[src/rtl/strand_ctrl_if.sv]
module strand_ctrl_if #(
  parameter int          GROUPS   = 16,
  parameter int          SYNC_LEN = 2,
  parameter logic [7:0]  CMD_KEY  = 8'h96
) (
  input  logic                  clk,
  input  logic                  rst_n,
  input  logic                  sclk_in,
  input  logic                  sin_in,
  input  logic                  lat_in,
  input  logic                  blank_in,
  input  logic [3*GROUPS-1:0]   open_flags,
  input  logic [3*GROUPS-1:0]   short_flags,
  output logic                  sout,
  output logic [3*GROUPS-1:0]   chan_en,
  output logic [2:0]            cur_range,
  output logic [6:0]            bri_red,
  output logic [6:0]            bri_grn,
  output logic [6:0]            bri_blu,
  output logic [1:0]            stat_sel,
  output logic [2:0]            open_thr,
  output logic [1:0]            short_thr,
  output logic [1:0]            psave_mode
);
  localparam int NBIT = 3 * GROUPS;
  localparam int SRW  = NBIT + 1;

  logic [SYNC_LEN:0]   sclk_q, lat_q, blank_q;
  logic [SYNC_LEN-1:0] sin_q;
  logic                shift_ev, lat_ev, blank_ev, sin_s;

  always_ff @(posedge clk or negedge rst_n)
    if (!rst_n) begin
      sclk_q  <= '0;
      lat_q   <= '0;
      blank_q <= '0;
      sin_q   <= '0;
    end else begin
      sclk_q  <= {sclk_q[SYNC_LEN-1:0], sclk_in};
      lat_q   <= {lat_q[SYNC_LEN-1:0], lat_in};
      blank_q <= {blank_q[SYNC_LEN-1:0], blank_in};
      sin_q   <= {sin_q[SYNC_LEN-2:0], sin_in};
    end

  assign shift_ev = sclk_q[SYNC_LEN-1]  & ~sclk_q[SYNC_LEN];
  assign lat_ev   = lat_q[SYNC_LEN-1]   & ~lat_q[SYNC_LEN];
  assign blank_ev = blank_q[SYNC_LEN-1] & ~blank_q[SYNC_LEN];
  assign sin_s    = sin_q[SYNC_LEN-1];

  logic [SRW-1:0]  sr;
  logic [NBIT-1:0] holder;
  logic [3:0]      mc_pend;
  logic            armed;
  logic            en_wr, cfg_wr, sel_live;

  assign sout     = sr[NBIT];
  assign en_wr    = lat_ev & ~sr[NBIT];
  assign cfg_wr   = lat_ev & sr[NBIT] & (sr[NBIT-1 -: 8] == CMD_KEY);
  assign sel_live = (stat_sel == 2'b01) | (stat_sel == 2'b10);

  always_ff @(posedge clk or negedge rst_n)
    if (!rst_n) begin
      sr         <= '0;
      chan_en    <= '0;
      armed      <= 1'b1;
      mc_pend    <= 4'b1000;
      cur_range  <= '0;
      bri_red    <= '0;
      bri_grn    <= '0;
      bri_blu    <= '0;
      stat_sel   <= '0;
      open_thr   <= '0;
      short_thr  <= '0;
      psave_mode <= 2'b11;
    end else if (en_wr) begin
      chan_en <= sr[NBIT-1:0];
      if (armed && sel_live) begin
        sr[NBIT-1:0] <= holder;
        armed        <= 1'b0;
      end
    end else if (cfg_wr) begin
      if ({1'b0, sr[2:0]} == mc_pend) cur_range <= sr[2:0];
      mc_pend    <= {1'b0, sr[2:0]};
      bri_red    <= sr[9:3];
      bri_grn    <= sr[16:10];
      bri_blu    <= sr[23:17];
      stat_sel   <= sr[25:24];
      open_thr   <= sr[28:26];
      short_thr  <= sr[30:29];
      psave_mode <= sr[32:31];
    end else if (shift_ev && !lat_ev) begin
      sr    <= {sr[NBIT-1:0], sin_s};
      armed <= 1'b1;
    end

  always_ff @(posedge clk or negedge rst_n)
    if (!rst_n)
      holder <= '0;
    else if (blank_ev && stat_sel == 2'b01)
      holder <= open_flags & chan_en;
    else if (blank_ev && stat_sel == 2'b10)
      holder <= short_flags & chan_en;

  p_sout_quiet_r1: assert property (@(posedge clk) disable iff (!rst_n)
    !shift_ev && !lat_ev |=> $stable(sout));

  p_en_copy_r2: assert property (@(posedge clk) disable iff (!rst_n)
    lat_ev && !sr[NBIT] |=> chan_en == $past(sr[NBIT-1:0]));

  p_bad_hdr_r3: assert property (@(posedge clk) disable iff (!rst_n)
    lat_ev && sr[NBIT] && sr[NBIT-1 -: 8] != CMD_KEY
      |=> $stable(bri_red) && $stable(stat_sel) && $stable(psave_mode) && $stable(cur_range)
          && $stable(chan_en));

  p_mc_gate_r5: assert property (@(posedge clk) disable iff (!rst_n)
    cur_range != $past(cur_range) |-> $past(cfg_wr));

  p_cfg_noload_r6: assert property (@(posedge clk) disable iff (!rst_n)
    cfg_wr |=> $stable(sr));

  p_no_reload_r7: assert property (@(posedge clk) disable iff (!rst_n)
    lat_ev && !sr[NBIT] && !armed |=> $stable(sr));

  p_mask_r8: assert property (@(posedge clk) disable iff (!rst_n)
    blank_ev |=> (holder & ~$past(chan_en)) == '0);
endmodule

[config.mk]
export PLATFORM = sky130hd
export DESIGN_NAME = strand_ctrl_if
export DESIGN_NICKNAME = d
export VERILOG_FILES = /design/src/rtl/strand_ctrl_if.sv
export SDC_FILE = /design/constraint.sdc
export NUM_CORES = 1
export LEC_CHECK = 0
export BUFFER_PORTS_ARGS = -buffer_cell sky130_fd_sc_hd__buf_2
export CORE_MARGIN = 2
export CORE_UTILIZATION = 25
export DETAILED_ROUTE_END_ITERATION = 10
export GPL_TIMING_DRIVEN = 1
export PLACE_DENSITY_LB_ADDON = 0.1
export SLEW_MARGIN = 25
export SYNTH_ARGS = -nofsm -noshare
export SYNTH_HDL_FRONTEND = slang
export SYNTH_SLANG_ARGS = --single-unit
[constraint.sdc]
create_clock -name clk -period 2.3 [get_ports clk]
set_clock_uncertainty 0.15 [all_clocks]
set_input_delay 0.345 -clock clk [delete_from_list [all_inputs] [get_ports clk]]
set_output_delay 0.345 -clock clk [all_outputs]
set_load 0.03 [all_outputs]
# ---- Word level (Yosys, flattened, before mapping)
# Index checks and enable logic that the tools add are counted.
dict set report word_totals {
  out_inout_bits 82
  in_bits 102
  register_bits 194
}
dict set report op_classes {
  n_reduce_logical 11
  muxes 10
  n_bitwise 15
  n_eq_ne 6
}
# operator count
set ops {}
lappend ops {{2-to-1 mux 48 bit} 6}
lappend ops {{bitwise AND 48 bit} 2}
lappend ops {{AND reduction 3 bit} 3}
lappend ops {{equality test 8 bit, second input constant} 1}
lappend ops {{bitwise AND 1 bit} 6}
lappend ops {{inverter 1 bit} 6}
lappend ops {{equality test 3 x 4 -> 1 bit} 1}
lappend ops {{logical AND 1 bit} 4}
lappend ops {{2-to-1 mux 1 bit} 4}
lappend ops {{nonzero test 2 bit} 2}
lappend ops {{equality test 2 x 1 -> 1 bit, second input constant} 1}
lappend ops {{equality test 2 bit, second input constant} 1}
lappend ops {{!= test 2 x 1 -> 1 bit, second input constant} 1}
lappend ops {{!= test 2 bit, second input constant} 1}
lappend ops {{AND reduction 2 bit} 1}
lappend ops {{zero test 1 bit} 1}
lappend ops {{bitwise OR 1 bit} 1}

# ---- Logic depth before layout (Yosys ltp)
dict set report logic_depth {
  word_depth 7
  mapped_depth 7
  mapped_depth_nobuf 6
}

# ---- Worst setup path after synthesis
# No wires, ideal clock.
dict set report synth_path {
  kind {register -> register}
  startpoint {reg stat_sel[0]}
  endpoint {reg sr[11]}
  stages_incl_launch_ff 8
  t_arrival_ps 1777
  path_slack_ps 247
  setup_time_ps 126
  cell_sequence {dfrtp_1 -> inv_1 -> ha_1 -> nor2b_1 -> o2bb2ai_1 -> clkbuf_1 -> buf_2 -> a21oi_1}
}
dict set report synth_between {
  elab_chain_len 5
  elab_cells_between_ends 6
  classes_between {eq/ne (3); bitwise (1); reduce/logical (2)}
}
# element line
set synth_lines {}
lappend synth_lines {{start: declaration} 20} ;# output logic [1:0] stat_sel,
lappend synth_lines {{start signal: assignment} 87} ;# stat_sel <= sr[25:24];
lappend synth_lines {{equality test 2 x 1 -> 1 bit / equality test 2 bit (equally long branches)} 59} ;# assign sel_live = (stat_sel == 2'b01) | (stat_sel == 2'b10);
lappend synth_lines {{bitwise OR 1 bit (*)} 59}
lappend synth_lines {{logical AND 1 bit (*)} 77} ;# if (armed && sel_live) begin
lappend synth_lines {{!= test 2 x 1 -> 1 bit (no line) (*)} n/a}
lappend synth_lines {{AND reduction 3 bit (no line) (*)} n/a}
lappend synth_lines {{end signal: indexed assignment} 78} ;# sr[NBIT-1:0] <= holder;
lappend synth_lines {{end signal: assignment} 92} ;# sr <= {sr[NBIT-1:0], sin_s};
lappend synth_lines {{end: declaration} 50} ;# logic [SRW-1:0] sr;
# Mark *: on every way between the ends. The rest lies on a longest branch, timed or not.
# A chain may end at the register's enable or synchronous reset.

# ---- Final worst setup path
dict set report layout_path {
  startpoint {reg sr[45]}
  endpoint {reg cur_range[1]}
}
dict set report layout_between {
  elab_chain_len 3
}
# element line
set layout_lines {}
lappend layout_lines {{equality test 8 bit} 58} ;# assign cfg_wr = lat_ev & sr[NBIT] & (sr[NBIT-1 -: 8] == CMD_KEY);
lappend layout_lines {{bitwise AND 1 bit} 58}
lappend layout_lines {{AND reduction 3 bit (no line)} n/a}
lappend layout_lines {{end signal: assignment} 82} ;# if ({1'b0, sr[2:0]} == mc_pend) cur_range <= sr[2:0];
lappend layout_lines {{end: declaration} 16} ;# output logic [2:0] cur_range,
# Every way passes these cells.

==> impl_metrics.tcl <==
set metrics [dict create \
    status "finished clean" \
    end_kind "flip-flop" \
    max_slew_margin 0.638 \
    antenna_found_initial 0 \
    muxShareOfSynthArea 0.236 \
    clock-sinks 194 \
    grt_start_max_net_pins 63 \
    syn_area_um2 8180 \
    postCtsSetupBuffers 0 \
    synth_seq_cells 194 \
    fillCellCount 3385 \
    worst_slack_ns 0.270 \
    min_from "open_flags[43]" \
    fin_crit_sh 0.883 \
    holdWs_ns 0.0586 \
    area_delta_synth_final_pct 27.6 \
    worst_slew_pin_slew_ns 0.544 \
    cts_max_level 4 \
    numCtsBuffers 17 \
    slew_violations 0 \
    dp_hpwl_um 14100 \
    initialDrtViolationCount 295 \
    cp_data_required_time_ns 2.46 \
    clockBufferDepth 2 \
    path_clk_slew_ns 0.08 \
    ys_async_sr_fraction 1.00 \
    overflow 0 \
    setup_viol 0 \
    reg2reg_to "cur_range[1]" \
    post-route-drc-count 0 \
    netlist.area_leader.share 0.581 \
    intPower_uw 6830 \
    syn_avg_cell_area_um2 12.0 \
    hold_path_class "in -> reg" \
    synth_commonest_cells "dfrtp_1 (190), nand2_1 (98), mux2i_1 (96)" \
    final_core_util 0.322 \
    grt.total_usage 0.130 \
    drive_gt1_frac 0.378 \
    seq_power_share 0.473 \
    via_per_inst 4.20 \
    synth_nets 784 \
    synth_cell_type_count 28 \
    synth-adder-area-share 0.00306 \
    yosysTopAreaCell "dfrtp_1" \
    nNetsFinal 975 \
    port_buffers 183 \
    reg2reg_depth 4 \
    cts_tree "yes" \
    clock_latency_ns 0.43 \
    gp_congestion 0.682 \
    synthCells 680 \
    powerDensity_nw_per_um2 1020 \
    crit_path_end "cur_range[1]" \
    met2_usage 0.194 \
    synth-xor-area-share 0.00321 \
    num_io_pins 184 \
    start_util 0.253 \
    max_cap_viol_count 0 \
    hold_viol 0 \
    top_usage_layer "met2" \
    grtUsageMet3 0.0324 \
    rr_startpoint "sr[45]" \
    synth_area_leaders "dfrtp_1 (58%), mux2i_1 (12%), mux2_2 (11%)" \
    ff2ff_setup_slack_ns 0.27 \
    post-synth-top-count-cell "dfrtp_1" \
    fp.dieH_um 185 \
    dpl_cell_area_um2 9820 \
    grt_use_met1 0.189 \
    route.antenna.remaining_nets 0 \
    peakVddDrop_mv 0.505 \
    combPwrFrac 0.255 \
    synth_compound_area_frac 0.0621 \
    synth-simple-area-share 0.0802 \
    critPathMaxFanout 4 \
    path_class "reg -> reg" \
    vias 5566 \
    die-area_um2 34200 \
    cp.arrival_ns 2.19 \
    rows 66 \
    antenna_cells 0 \
    die-width_um 185 \
    yosysSeqAreaShare 0.594 \
    switching_share 0.359 \
    rsz0062_at_grt "no" \
    drt_wl_total_um 21400 \
    dp_slack_ns 0.284 \
    dr.pass1.iters 4 \
    wl_per_cell_um 16.1 \
    cp-start-kind "flip-flop" \
    crit_path_start "sr[45]" \
    period_needed_ns 2.03 \
    synth_top_family_by_area "multiplexers" \
    power.share.clock 0.272 \
    p_leak_uw 0.00480 \
    tns_ns 0 \
    grt_pass1_wl_um 33800 \
    core_um2 32400 \
    synth_flop_cell "dfrtp_1" \
    ys_warn_count 0 \
    root_buffer "clkbuf_16" \
    fin_area_um2 10400 \
    fmax_ghz 0.493 \
    synth_edf_count 0 \
    p_switching_uw 3820 \
    grt_pass1_vias 5789 \
]
## final cells by class
type	instances	area, µm²	area share
tap	442	553	0.0530
inverter	3	11.3	0.00108
timing repair buffer	211	1260	0.121
clock inverter	13	123	0.0118
multi-input combinational	444	3190	0.306
clock buffer	18	439	0.0421
sequential	194	4860	0.466
## logic make-up (layout without fill, tap and decap cells)
| logic type | count (synthesis) | count (layout) |
|---|---|---|
| DFF | 194 | 194 |
| buffers and inverters | 42 | 245 |
| muxes | 181 | 181 |
| xor gates and xnor gates | 3 | 3 |
| AOI/OAI and AO/OA | 100 | 100 |
| and+or+nand+nor | 158 | 158 |
| adders and majority gates | 2 | 2 |
## metrics by stage
stage,total power (µW),instances
2_1_floorplan,6770,680
6_report,10700,1325
4_1_cts,10900,1325
3_5_place_dp,7890,1289
3_3_place_gp,7870,1289
5_1_grt,11400,1325
## routing by layer
metal	up-vias	routed length, µm
li1	2732	-
met1	2693	11000
met2	131	9160
met3	10	1110
met4	0	141
met5	-	0
## power groups by stage
stage	clock network, µW	registers, µW	logic [µW]
final	2900	5040	2720
after floorplan	0	5720	1060
after global routing	3160	5220	2980
after global placement	0	5150	2720
after detailed placement	0	5140	2750
after CTS	3030	5080	2770
## flip-flops by register name, summed over array words and instances, names as in the netlist, 3 cells and up
signal and count:
holder 48, bri_blu 7, lat_q 3, cur_range 3
blank_q 3, chan_en 48, sclk_q 3, mc_pend 4
bri_red 7, bri_grn 7, sr 49, open_thr 3
## how the worst min path moves through the flow
stage / end / slack, ns / cells past startpoint
after floorplan: blank_q[0] / -0.10 / 0
after global placement: blank_q[1] / 0.19 / 0
after detailed placement: sin_q[1] / 0.18 / 0
after CTS: holder[43] / 0.04 / 3
after global routing: holder[44] / 0.08 / 3
final: holder[43] / 0.06 / 3
## worst max-delay path, stage by stage, from the launching register on
cell and delay [ns]:
dfrtp_1 0.42, nor3b_2 0.31, nand4_4 0.14, or4_4 0.58, mux2_4 0.32
## layout by cell type, fill, tap and decap left out, drive strengths merged
cell and count:
and4bb 1, and2b 1, o21ai 49, mux2 85
o21a 1, a21oi 48, nand2 98, dfstp 4
nor2 49, nand2b 1, dfrtp 190, ha 2
mux2i 96, clkbuf 19, clkinv 8, and2 2
inv 8, nand4 1, xor2 1, o22ai 1
xnor2 2, nor3b 2, or4 1, o2bb2ai 1
nor2b 2, buf 205, dlygate4sd3 5
## what timing repair did
item / in CTS / in global routing
hold buffers: 5 / 0
endpoints found under the hold margin: 51 / 0
resized for setup: 0 / 0
Note: power is estimated with default switching activity, not from simulation.
